**config.mk**
```make
export PLATFORM = sky130hd
export DESIGN_NAME = pll_image_builder
export DESIGN_NICKNAME = d
export VERILOG_FILES = /design/src/rtl/pllimg_pkg.sv /design/src/rtl/pllimg_field_enc.sv /design/src/rtl/pllimg_packer.sv /design/src/rtl/pllimg_seq.sv /design/src/rtl/pll_image_builder.sv
export SDC_FILE = /design/constraint.sdc
export NUM_CORES = 1
export LEC_CHECK = 0
export ABC_CLOCK_PERIOD_IN_PS = 2400
export CORE_ASPECT_RATIO = 0.8
export CORE_MARGIN = 1.5
export CORE_UTILIZATION = 33
export DETAILED_ROUTE_END_ITERATION = 8
export SYNTH_ARGS = -nofsm -noshare
export SYNTH_HDL_FRONTEND = slang
export SYNTH_SLANG_ARGS = --single-unit
```
**constraint.sdc**
```tcl
create_clock -name clk -period 2.4 [get_ports clk]
set_input_delay 0.48 -clock clk [delete_from_list [all_inputs] [get_ports clk]]
set_output_delay 0.48 -clock clk [all_outputs]
set_load 0.05 [all_outputs]
```
**src/rtl/pllimg_pkg.sv**
```systemverilog
package pllimg_pkg;

    // Divider and counter-group geometry
    localparam int DIV_W    = 8;
    localparam int GRP_W    = 2 * DIV_W + 2;
    localparam int NUM_GRP  = 7;

    // Group slots from bit 0 upward
    localparam int G_C4 = 0;
    localparam int G_C3 = 1;
    localparam int G_C2 = 2;
    localparam int G_C1 = 3;
    localparam int G_C0 = 4;
    localparam int G_M  = 5;
    localparam int G_N  = 6;

    // Trailing constant-field widths
    localparam int CP_W   = 3;
    localparam int RSV0_W = 5;
    localparam int VPS_W  = 1;
    localparam int LFR_W  = 5;
    localparam int LFC_W  = 2;
    localparam int RSV1_W = 2;
    localparam int TAIL_W = CP_W + RSV0_W + VPS_W + LFR_W + LFC_W + RSV1_W;

    // Image and byte port geometry
    localparam int IMG_W     = NUM_GRP * GRP_W + TAIL_W;
    localparam int BYTE_W    = 8;
    localparam int NUM_BYTES = IMG_W / BYTE_W;
    localparam int ADDR_W    = $clog2(NUM_BYTES);

    // One counter group; bit 0 of the packed struct is low[0]
    typedef struct packed {
        logic             bypass;
        logic [DIV_W-1:0] high;
        logic             odd;
        logic [DIV_W-1:0] low;
    } grp_t;

    // Constant fields above the groups; bit 0 is cp[0]
    typedef struct packed {
        logic [RSV1_W-1:0] rsv1;
        logic [LFC_W-1:0]  lf_cap;
        logic [LFR_W-1:0]  lf_res;
        logic [VPS_W-1:0]  vco_ps;
        logic [RSV0_W-1:0] rsv0;
        logic [CP_W-1:0]   cp;
    } tail_t;

    typedef enum logic [1:0] {
        ST_IDLE  = 2'd0,
        ST_WRITE = 2'd1,
        ST_DONE  = 2'd2
    } st_e;

endpackage

```
**src/rtl/pllimg_field_enc.sv**
```systemverilog
module pllimg_field_enc
    import pllimg_pkg::*;
(
    input  logic [DIV_W-1:0] div_i,
    output grp_t             grp_o
);

    logic [DIV_W-1:0] half;

    always_comb begin
        half          = div_i >> 1;
        grp_o.low     = half;
        // Adding the odd bit avoids (d+1) overflowing at the top of the range
        grp_o.high    = half + {{(DIV_W-1){1'b0}}, div_i[0]};
        grp_o.odd     = div_i[0];
        grp_o.bypass  = (div_i == DIV_W'(1));
    end

    // the two half-period counts together make up the divider
    always_comb begin
        if (div_i != '0) begin
            a_r2_split_sum: assert (({1'b0, grp_o.low} + {1'b0, grp_o.high}) == {1'b0, div_i})
                else $error("a_r2_split_sum: low+high != divider");
        end
    end

endmodule

```
**src/rtl/pllimg_packer.sv**
```systemverilog
module pllimg_packer
    import pllimg_pkg::*;
#(
    parameter logic [CP_W-1:0]  CP_VAL  = CP_W'(1),
    parameter logic [LFR_W-1:0] LFR_VAL = LFR_W'(27),
    parameter logic [LFC_W-1:0] LFC_VAL = LFC_W'(0)
) (
    input  logic [DIV_W-1:0] m_i,
    input  logic [DIV_W-1:0] n_i,
    input  logic [DIV_W-1:0] c_i,
    output logic [IMG_W-1:0] img_o
);

    localparam int TAIL_LSB = NUM_GRP * GRP_W;

    grp_t  grp [NUM_GRP];
    tail_t tail;

    for (genvar g = 0; g < NUM_GRP; g++) begin : g_grp
        if (g == G_C0) begin : g_c0
            pllimg_field_enc u_enc (.div_i(c_i), .grp_o(grp[g]));
        end else if (g == G_M) begin : g_m
            pllimg_field_enc u_enc (.div_i(m_i), .grp_o(grp[g]));
        end else if (g == G_N) begin : g_n
            pllimg_field_enc u_enc (.div_i(n_i), .grp_o(grp[g]));
        end else begin : g_unused
            // Unused output counters: bypassed, counts zero
            assign grp[g] = '{bypass: 1'b1, high: '0, odd: 1'b0, low: '0};
        end
        assign img_o[g*GRP_W +: GRP_W] = grp[g];
    end

    always_comb begin
        tail        = '0;
        tail.cp     = CP_VAL;
        tail.lf_res = LFR_VAL;
        tail.lf_cap = LFC_VAL;
    end

    assign img_o[TAIL_LSB +: TAIL_W] = tail;

endmodule

```
**src/rtl/pllimg_seq.sv**
```systemverilog
module pllimg_seq
    import pllimg_pkg::*;
(
    input  logic              clk,
    input  logic              rst_n,
    input  logic              start_i,
    input  logic [DIV_W-1:0]  m_i,
    input  logic [DIV_W-1:0]  n_i,
    input  logic [DIV_W-1:0]  c_i,
    output logic [DIV_W-1:0]  m_o,
    output logic [DIV_W-1:0]  n_o,
    output logic [DIV_W-1:0]  c_o,
    output logic              busy_o,
    output logic              wr_en_o,
    output logic [ADDR_W-1:0] addr_o,
    output logic              done_o
);

    localparam logic [ADDR_W-1:0] LAST_IDX = ADDR_W'(NUM_BYTES - 1);

    typedef struct packed {
        st_e              st;
        logic [ADDR_W-1:0] idx;
        logic [DIV_W-1:0]  m;
        logic [DIV_W-1:0]  n;
        logic [DIV_W-1:0]  c;
    } seq_t;

    seq_t s_d, s_q;

    always_comb begin
        s_d = s_q;
        case (s_q.st)
            ST_IDLE: begin
                if (start_i) begin
                    s_d.st  = ST_WRITE;
                    s_d.idx = '0;
                    s_d.m   = m_i;
                    s_d.n   = n_i;
                    s_d.c   = c_i;
                end
            end
            ST_WRITE: begin
                if (s_q.idx == LAST_IDX) begin
                    s_d.st = ST_DONE;
                end else begin
                    s_d.idx = s_q.idx + 1'b1;
                end
            end
            ST_DONE: begin
                s_d.st  = ST_IDLE;
                s_d.idx = '0;
            end
            default: begin
                s_d.st  = ST_IDLE;
                s_d.idx = '0;
            end
        endcase
    end

    always_ff @(posedge clk) begin
        if (!rst_n) begin
            s_q <= '{st: ST_IDLE, idx: '0, m: '0, n: '0, c: '0};
        end else begin
            s_q <= s_d;
        end
    end

    assign m_o     = s_q.m;
    assign n_o     = s_q.n;
    assign c_o     = s_q.c;
    assign busy_o  = (s_q.st != ST_IDLE);
    assign wr_en_o = (s_q.st == ST_WRITE);
    assign addr_o  = s_q.idx;
    assign done_o  = (s_q.st == ST_DONE);

    // captured dividers stay fixed for the whole run
    a_r1_hold_inputs: assert property (@(posedge clk) disable iff (!rst_n)
        busy_o |=> ($stable(m_o) && $stable(n_o) && $stable(c_o)));

    // a write step advances the address by one
    a_r6_addr_step: assert property (@(posedge clk) disable iff (!rst_n)
        (wr_en_o && addr_o != LAST_IDX) |=> (wr_en_o && addr_o == $past(addr_o) + 1'b1));

    // an accepted start begins writing at address 0
    a_r8_start_to_write: assert property (@(posedge clk) disable iff (!rst_n)
        (!busy_o && start_i) |=> (busy_o && wr_en_o && addr_o == '0));

    // done follows the last byte and lasts one cycle
    a_r7_done_after_last: assert property (@(posedge clk) disable iff (!rst_n)
        (wr_en_o && addr_o == LAST_IDX) |=> (done_o && !wr_en_o));

    a_r7_done_one_cycle: assert property (@(posedge clk) disable iff (!rst_n)
        done_o |=> (!done_o && !busy_o));

    // start during a run does not disturb the sequence
    a_r9_start_ignored: assert property (@(posedge clk) disable iff (!rst_n)
        (wr_en_o && start_i && addr_o != LAST_IDX) |=> (wr_en_o && addr_o != '0));

    // strobes only occur while busy
    a_r8_busy_covers: assert property (@(posedge clk) disable iff (!rst_n)
        (wr_en_o || done_o) |-> busy_o);

endmodule

```
**src/rtl/pll_image_builder.sv**
```systemverilog
module pll_image_builder
    import pllimg_pkg::*;
#(
    parameter logic [CP_W-1:0]  CP_VAL  = CP_W'(1),
    parameter logic [LFR_W-1:0] LFR_VAL = LFR_W'(27),
    parameter logic [LFC_W-1:0] LFC_VAL = LFC_W'(0)
) (
    input  logic              clk,
    input  logic              rst_n,
    input  logic              start_i,
    input  logic [DIV_W-1:0]  m_i,
    input  logic [DIV_W-1:0]  n_i,
    input  logic [DIV_W-1:0]  c_i,
    output logic              busy_o,
    output logic              wr_en_o,
    output logic [ADDR_W-1:0] wr_addr_o,
    output logic [BYTE_W-1:0] wr_data_o,
    output logic              done_o
);

    logic [DIV_W-1:0]  m_cap, n_cap, c_cap;
    logic [IMG_W-1:0]  img;
    logic [BYTE_W-1:0] img_bytes [NUM_BYTES];

    pllimg_seq u_seq (
        .clk     (clk),
        .rst_n   (rst_n),
        .start_i (start_i),
        .m_i     (m_i),
        .n_i     (n_i),
        .c_i     (c_i),
        .m_o     (m_cap),
        .n_o     (n_cap),
        .c_o     (c_cap),
        .busy_o  (busy_o),
        .wr_en_o (wr_en_o),
        .addr_o  (wr_addr_o),
        .done_o  (done_o)
    );

    pllimg_packer #(
        .CP_VAL  (CP_VAL),
        .LFR_VAL (LFR_VAL),
        .LFC_VAL (LFC_VAL)
    ) u_packer (
        .m_i   (m_cap),
        .n_i   (n_cap),
        .c_i   (c_cap),
        .img_o (img)
    );

    for (genvar k = 0; k < NUM_BYTES; k++) begin : g_byte
        assign img_bytes[k] = img[k*BYTE_W +: BYTE_W];
    end

    always_comb begin
        wr_data_o = '0;
        if (32'(wr_addr_o) < NUM_BYTES) begin
            wr_data_o = img_bytes[wr_addr_o];
        end
    end

    // the write address never leaves the buffer range
    a_r6_addr_range: assert property (@(posedge clk) disable iff (!rst_n)
        wr_en_o |-> (32'(wr_addr_o) < NUM_BYTES));

endmodule

```
# Yosys cells after proc, flatten, opt, wreduce, memory -nomap -nowiden
# Index checks and enable logic that the tools add are counted.
[word_totals]
ff_bits = 31
in_bits = 27
wordCells = 34
[op_classes]
n_addsub = 4
magnitude_cmp = 2
n_eq_ne = 9
mux = 8
bitwise = 1
n_reduce_logical = 5
[op_table]
columns = ["op", "count"]
rows = [
  ["binary-select mux 8 bit (select 5 bit)", 1],
  ["two-way mux 31 bit", 1],
  ["adder 7 x 1 -> 8 bit", 3],
  ["== test 8 x 1 -> 1 bit, second input constant", 3],
  ["two-way mux 8 bit", 3],
  ["one-hot mux 7 bit (2 select lines)", 1],
  [">= comparator 6 bit, second input constant", 1],
  ["NOT 5 -> 6 bit", 1],
  ["AND reduction 2 bit", 3],
  ["adder 5 x 1 -> 5 bit, second input constant", 1],
  ["== test 5 bit, second input constant", 1],
  ["less-than comparator 5 bit, second input constant", 1],
  ["two-way mux 5 bit", 1],
  ["!= test 2 bit, second input constant", 2],
  ["== test 2 x 1 -> 1 bit, second input constant", 1],
  ["== test 2 bit, second input constant", 1],
  ["logical NOT 2 bit", 1],
  ["two-way mux 2 bit", 1],
  ["!= test 2 x 1 -> 1 bit, second input constant", 1],
  ["nonzero test 2 bit", 1],
]

# Longest topological paths before layout
[depth]
ltp_word = 5
mapped_depth = 9

# Cells and area by module
# From an unflattened synthesis, not the netlist that was laid out.
[unflattened]
hier_cells = 468
hier_area_um2 = 4046.4
[modules_own_cells]
columns = ["mod", "instances", "cells_per_inst", "area_per_inst_um2", "seq_area_each_um2"]
rows = [
  ["pllimg_seq", 1, 169, 1463.9, 620.6],
  ["pll_image_builder", 1, 123, 1257.5, 0.0],
  ["pllimg_packer", 1, 92, 683.2, 0.0],
  ["pllimg_field_enc", 3, 28, 214.0, 0.0],
]

# Worst setup path after synthesis
# Ideal clock, no wire load.
[synth_timing]
path_kind = "reg-to-output"
from = "register u_seq.s_q (netlist bit u_seq.m_o[0])"
to = "output port wr_data_o[1]"
arrival_ns = 2.647
slack_ns = -0.727
path_stages_with_launch = 8
n_path_buf = 0
cell_sequence = "dfxtp_1 > ha_1 > ha_1 > nand2_1 > or2_1 > xnor2_1 > a21oi_1 > nor4_1"
[synth_via]
elab_chain_len = 5
[synth_rtl]
columns = ["element", "line_no", "text"]
rows = [
  ["from (decl)", "pllimg_seq.sv:29", "seq_t s_d, s_q;"],
  ["from (signal assigned)", "pllimg_seq.sv:63", "s_q <= '{st: ST_IDLE, idx: '0, m: '0, n: '0, c: '0};"],
  ["adder 7 x 1 -> 8 bit", "pllimg_field_enc.sv:14", "grp_o.high = half + {{(DIV_W-1){1'b0}}, div_i[0]};"],
  ["binary-select mux 8 bit (select 5 bit)", "pll_image_builder.sv:59", "wr_data_o = img_bytes[wr_addr_o];"],
  ["two-way mux 8 bit (implied by the code) (2 in series)", "pll_image_builder.sv:59", ""],
  ["two-way mux 8 bit", "pll_image_builder.sv:58", "if (32'(wr_addr_o) < NUM_BYTES) begin"],
  ["to (decl)", "pll_image_builder.sv:17", "output logic [BYTE_W-1:0] wr_data_o,"],
]
# No other way between the ends. The select of a mux whose other input is x is not followed.

# Worst setup path after layout
[layout_timing]
from = "register u_seq.s_q (netlist bit u_seq.n_o[1])"
to = "output port wr_data_o[5]"
[layout_via]
elab_chain_len = 5
[layout_rtl]
columns = ["element", "line_no"]
rows = [
  ["adder 7 x 1 -> 8 bit / == test 8 x 1 -> 1 bit (equally long branches)", "pllimg_field_enc.sv:14, pllimg_field_enc.sv:16"],
  ["binary-select mux 8 bit (select 5 bit) *", "pll_image_builder.sv:59"],
  ["two-way mux 8 bit (implied by the code) * (2 in series)", "pll_image_builder.sv:59"],
  ["two-way mux 8 bit *", "pll_image_builder.sv:58"],
]
# Every way passes the cells marked *; elsewhere a longest branch is shown, timed or not. The select of a mux whose other input is x is not followed.

==> results_dict.tcl <==
set metrics [dict create \
    status "finished with violations" \
    violations "setup timing" \
    synth_cell_type_count 46 \
    ys_warn_count 0 \
    htree_levels 2 \
    ff2ff_path_depth 7 \
    ios 43 \
    grtUsageMet2_pct 26.3 \
    fin_nets 408 \
    worst_ir_drop_vdd_v 0.000236 \
    drt-wirelength-per-cell_um 15.1 \
    final_common_cell "nand2_1" \
    antenna_found_initial 0 \
    rsz0062_at_grt "yes" \
    startpoint "u_seq.n_o[1]" \
    die_area_um2 7380 \
    worstMarginPinSlew_ns 0.550 \
    report.final.slew_viol_count 0 \
    synth_edf_count 0 \
    async_reset_ff_share_pct 0 \
    critPathCapture "wr_data_o[5]" \
    ys_seq_area_share_pct 27.4 \
    cts_buffer_depth 2 \
    setup_viol 5 \
    placedCellCount 435 \
    drv_cap 0 \
    drive_gt1_share_pct 30.1 \
    r2r_end "u_seq.addr_o[1]" \
    ant_nets 0 \
    io_buffer_count 42 \
    grt_usage_pct 18.9 \
    grt_pass1_vias 2156 \
    final_cell_mix "nand2_1, buf_4, clkdlybuf4s50_1, dfxtp_1, a21boi_0" \
    post_dp_cell_area_um2 3010 \
    cts_tree "done" \
    die_w_um 95.6 \
    overflow 0 \
    syn_area_um2 2270 \
    synth_top_cell_by_area "dfxtp_1" \
    ys.flop_type "dfxtp_1" \
    ys_ff_latch 31 \
    fmax_mhz 387 \
    fin_crit_sh_pct 108 \
    arrival_ns 2.10 \
    period_needed_ns 2.58 \
    leakagePower_nw 1.25 \
    route.vias.total 2351 \
    met1_usage_pct 28.8 \
    cts_root_buf "clkbuf_8" \
    cp.required_ns 1.92 \
    synth_cells 302 \
    netlist.area_leader.share_pct 27.4 \
    rrSetupSlack_ns 0.56 \
    dp_hpwl_um 4870 \
    initial_core_util_pct 34.8 \
    final_area_um2 3470 \
    max_slew_margin_pct 63.3 \
    vias_per_cell 5.19 \
    place_congestion 0.926 \
    fin_skew_ns 0.00278 \
    yosys-top-cells-area "dfxtp_1, nand2_1, ha_1" \
    syn-num-nets 342 \
    diodes 0 \
    stdcell_count 453 \
    start_kind "register" \
    syn_area_per_cell_um2 7.50 \
    area_growth_pct 53.2 \
    numCtsBuffers 5 \
    crit_type "reg -> out" \
    busiest_layer "met1" \
    drc_errors 0 \
    clk_latency_ns 0.29 \
    cts_num_sinks 31 \
    powerDensity_nw_per_um2 382 \
    crit_path_max_fanout 2 \
    firstDrtPassIters 5 \
    r2r-start "u_seq.addr_o[1]" \
    cts_hold_buf 0 \
    end_kind "output port" \
    wirelength_um 6840 \
    grtUsageMet3_pct 3.97 \
    grt_pass1_wl_um 10900 \
    coreArea_um2 6510 \
    num_rows 26 \
    drt_iter0_markers 138 \
    clk_pin_slew_ns 0.07 \
    hold_path.class "reg -> reg" \
    finalHoldViolCount 0 \
    grt_max_degree 26 \
    fin_ws_ns -0.182 \
    dieHeight_um 77.1 \
    fill_cells 612 \
]
==> flip-flops by register name (all words and copies together) (netlist names) <==
name	flops
u_seq.s_q	2
u_seq.addr_o	5
u_seq.m_o	8
u_seq.n_o	8
u_seq.c_o	8
==> what timing repair did <==
item | 4_1_cts | 5_1_grt
cloned | 0 | 1
endpoints found under the setup margin | 8 | 8
resized for setup | 23 | 36
buffers inserted | 3 | 6
pin swaps | 12 | 25
==> synth_stat cells, types with 4 or more instances <==
master    instances
a21boi_1          7
nor2_1           11
nor2b_1           5
mux2i_1           8
inv_1             8
nand3_1           9
nand2b_1          4
a21boi_0         18
xor2_1            6
dfxtp_1          31
and3_1            4
buf_2            10
o21ai_0          11
a21oi_1          15
clkbuf_1         10
nand4_1           4
xnor2_1          13
nand2_1          66
ha_1             13
buf_4             5
nor3_1            7
==> worst min path at each step <==
stage | depth (start not counted) | endpoint | from | slack, ns
3_3_place_gp | 2 | u_seq.n_o[1] | u_seq.n_o[1] | 0.48
2_1_floorplan | 2 | u_seq.c_o[0] | u_seq.c_o[0] | 0.47
5_1_grt | 2 | u_seq.m_o[3] | u_seq.m_o[3] | 0.62
4_1_cts | 2 | u_seq.m_o[7] | u_seq.m_o[7] | 0.57
6_report | 2 | u_seq.m_o[7] | u_seq.m_o[7] | 0.57
3_5_place_dp | 2 | u_seq.n_o[1] | u_seq.n_o[1] | 0.49
==> report_power, final <==
part | internal [mW] | switching, mW
combinational | 0.171 | 0.167
clock | 0.202 | 0.208
sequential | 0.543 | 0.0336
total | 0.916 | 0.409
==> kinds of logic after synthesis <==
kind of cell | after synthesis | share of synthesized area, %
AND/OR/NAND/NOR | 122 | 25.1
AO/OA/AOI/OAI | 73 | 21.8
buffers and inverters | 35 | 7.18
flip-flops | 31 | 27.4
XOR/XNOR | 19 | 7.34
adder cells (fa/ha/maj) | 13 | 7.18
multiplexers | 9 | 4.03
==> routing by layer <==
metal / vias up / share of wire, % / wire (µm)
met5: - / 0 / 0
met1: 1087 / 49 / 3370
li1: 1177 / - / -
met4: 0 / 1.7 / 113
met3: 12 / 6.5 / 445
met2: 75 / 43 / 2920
==> per-stage QoR <==
step / power [mW] / hold slack, ns / setup WS, ns / util (%) / setup TNS, ns
floorplan: 0.737 / 0.469 / -0.143 / - / -0.170
global placement: 0.863 / 0.484 / 0.0834 / 46.3 / 0
detailed placement: 0.865 / 0.488 / 0.0419 / 46.3 / 0
CTS: 1.29 / 0.567 / -0.158 / 49.6 / -0.471
global route: 1.39 / 0.622 / -0.267 / 53.4 / -1.06
finish: 1.33 / 0.572 / -0.182 / 53.4 / -0.434
==> layout make-up <==
cell class | count | area, µm² | area share, %
clock buffers | 6 | 72.6 | 2.09
repair buffers | 85 | 877 | 25.3
clock inverters | 2 | 12.5 | 0.360
flip-flops and latches | 31 | 632 | 18.2
inverters | 9 | 33.8 | 0.973
multi-input cells | 236 | 1740 | 50.1
well taps | 84 | 105 | 3.03
==> worst max-delay path, cell delays in order, from the launching register on <==
cell and delay (ns):
dfxtp_2 0.33, inv_2 0.07, ha_4 0.12, or4b_4 0.45
o221ai_2 0.19, o21ai_2 0.12, a2111oi_4 0.36, buf_12 0.18
No activity file was read; power rests on OpenSTA's default activity.
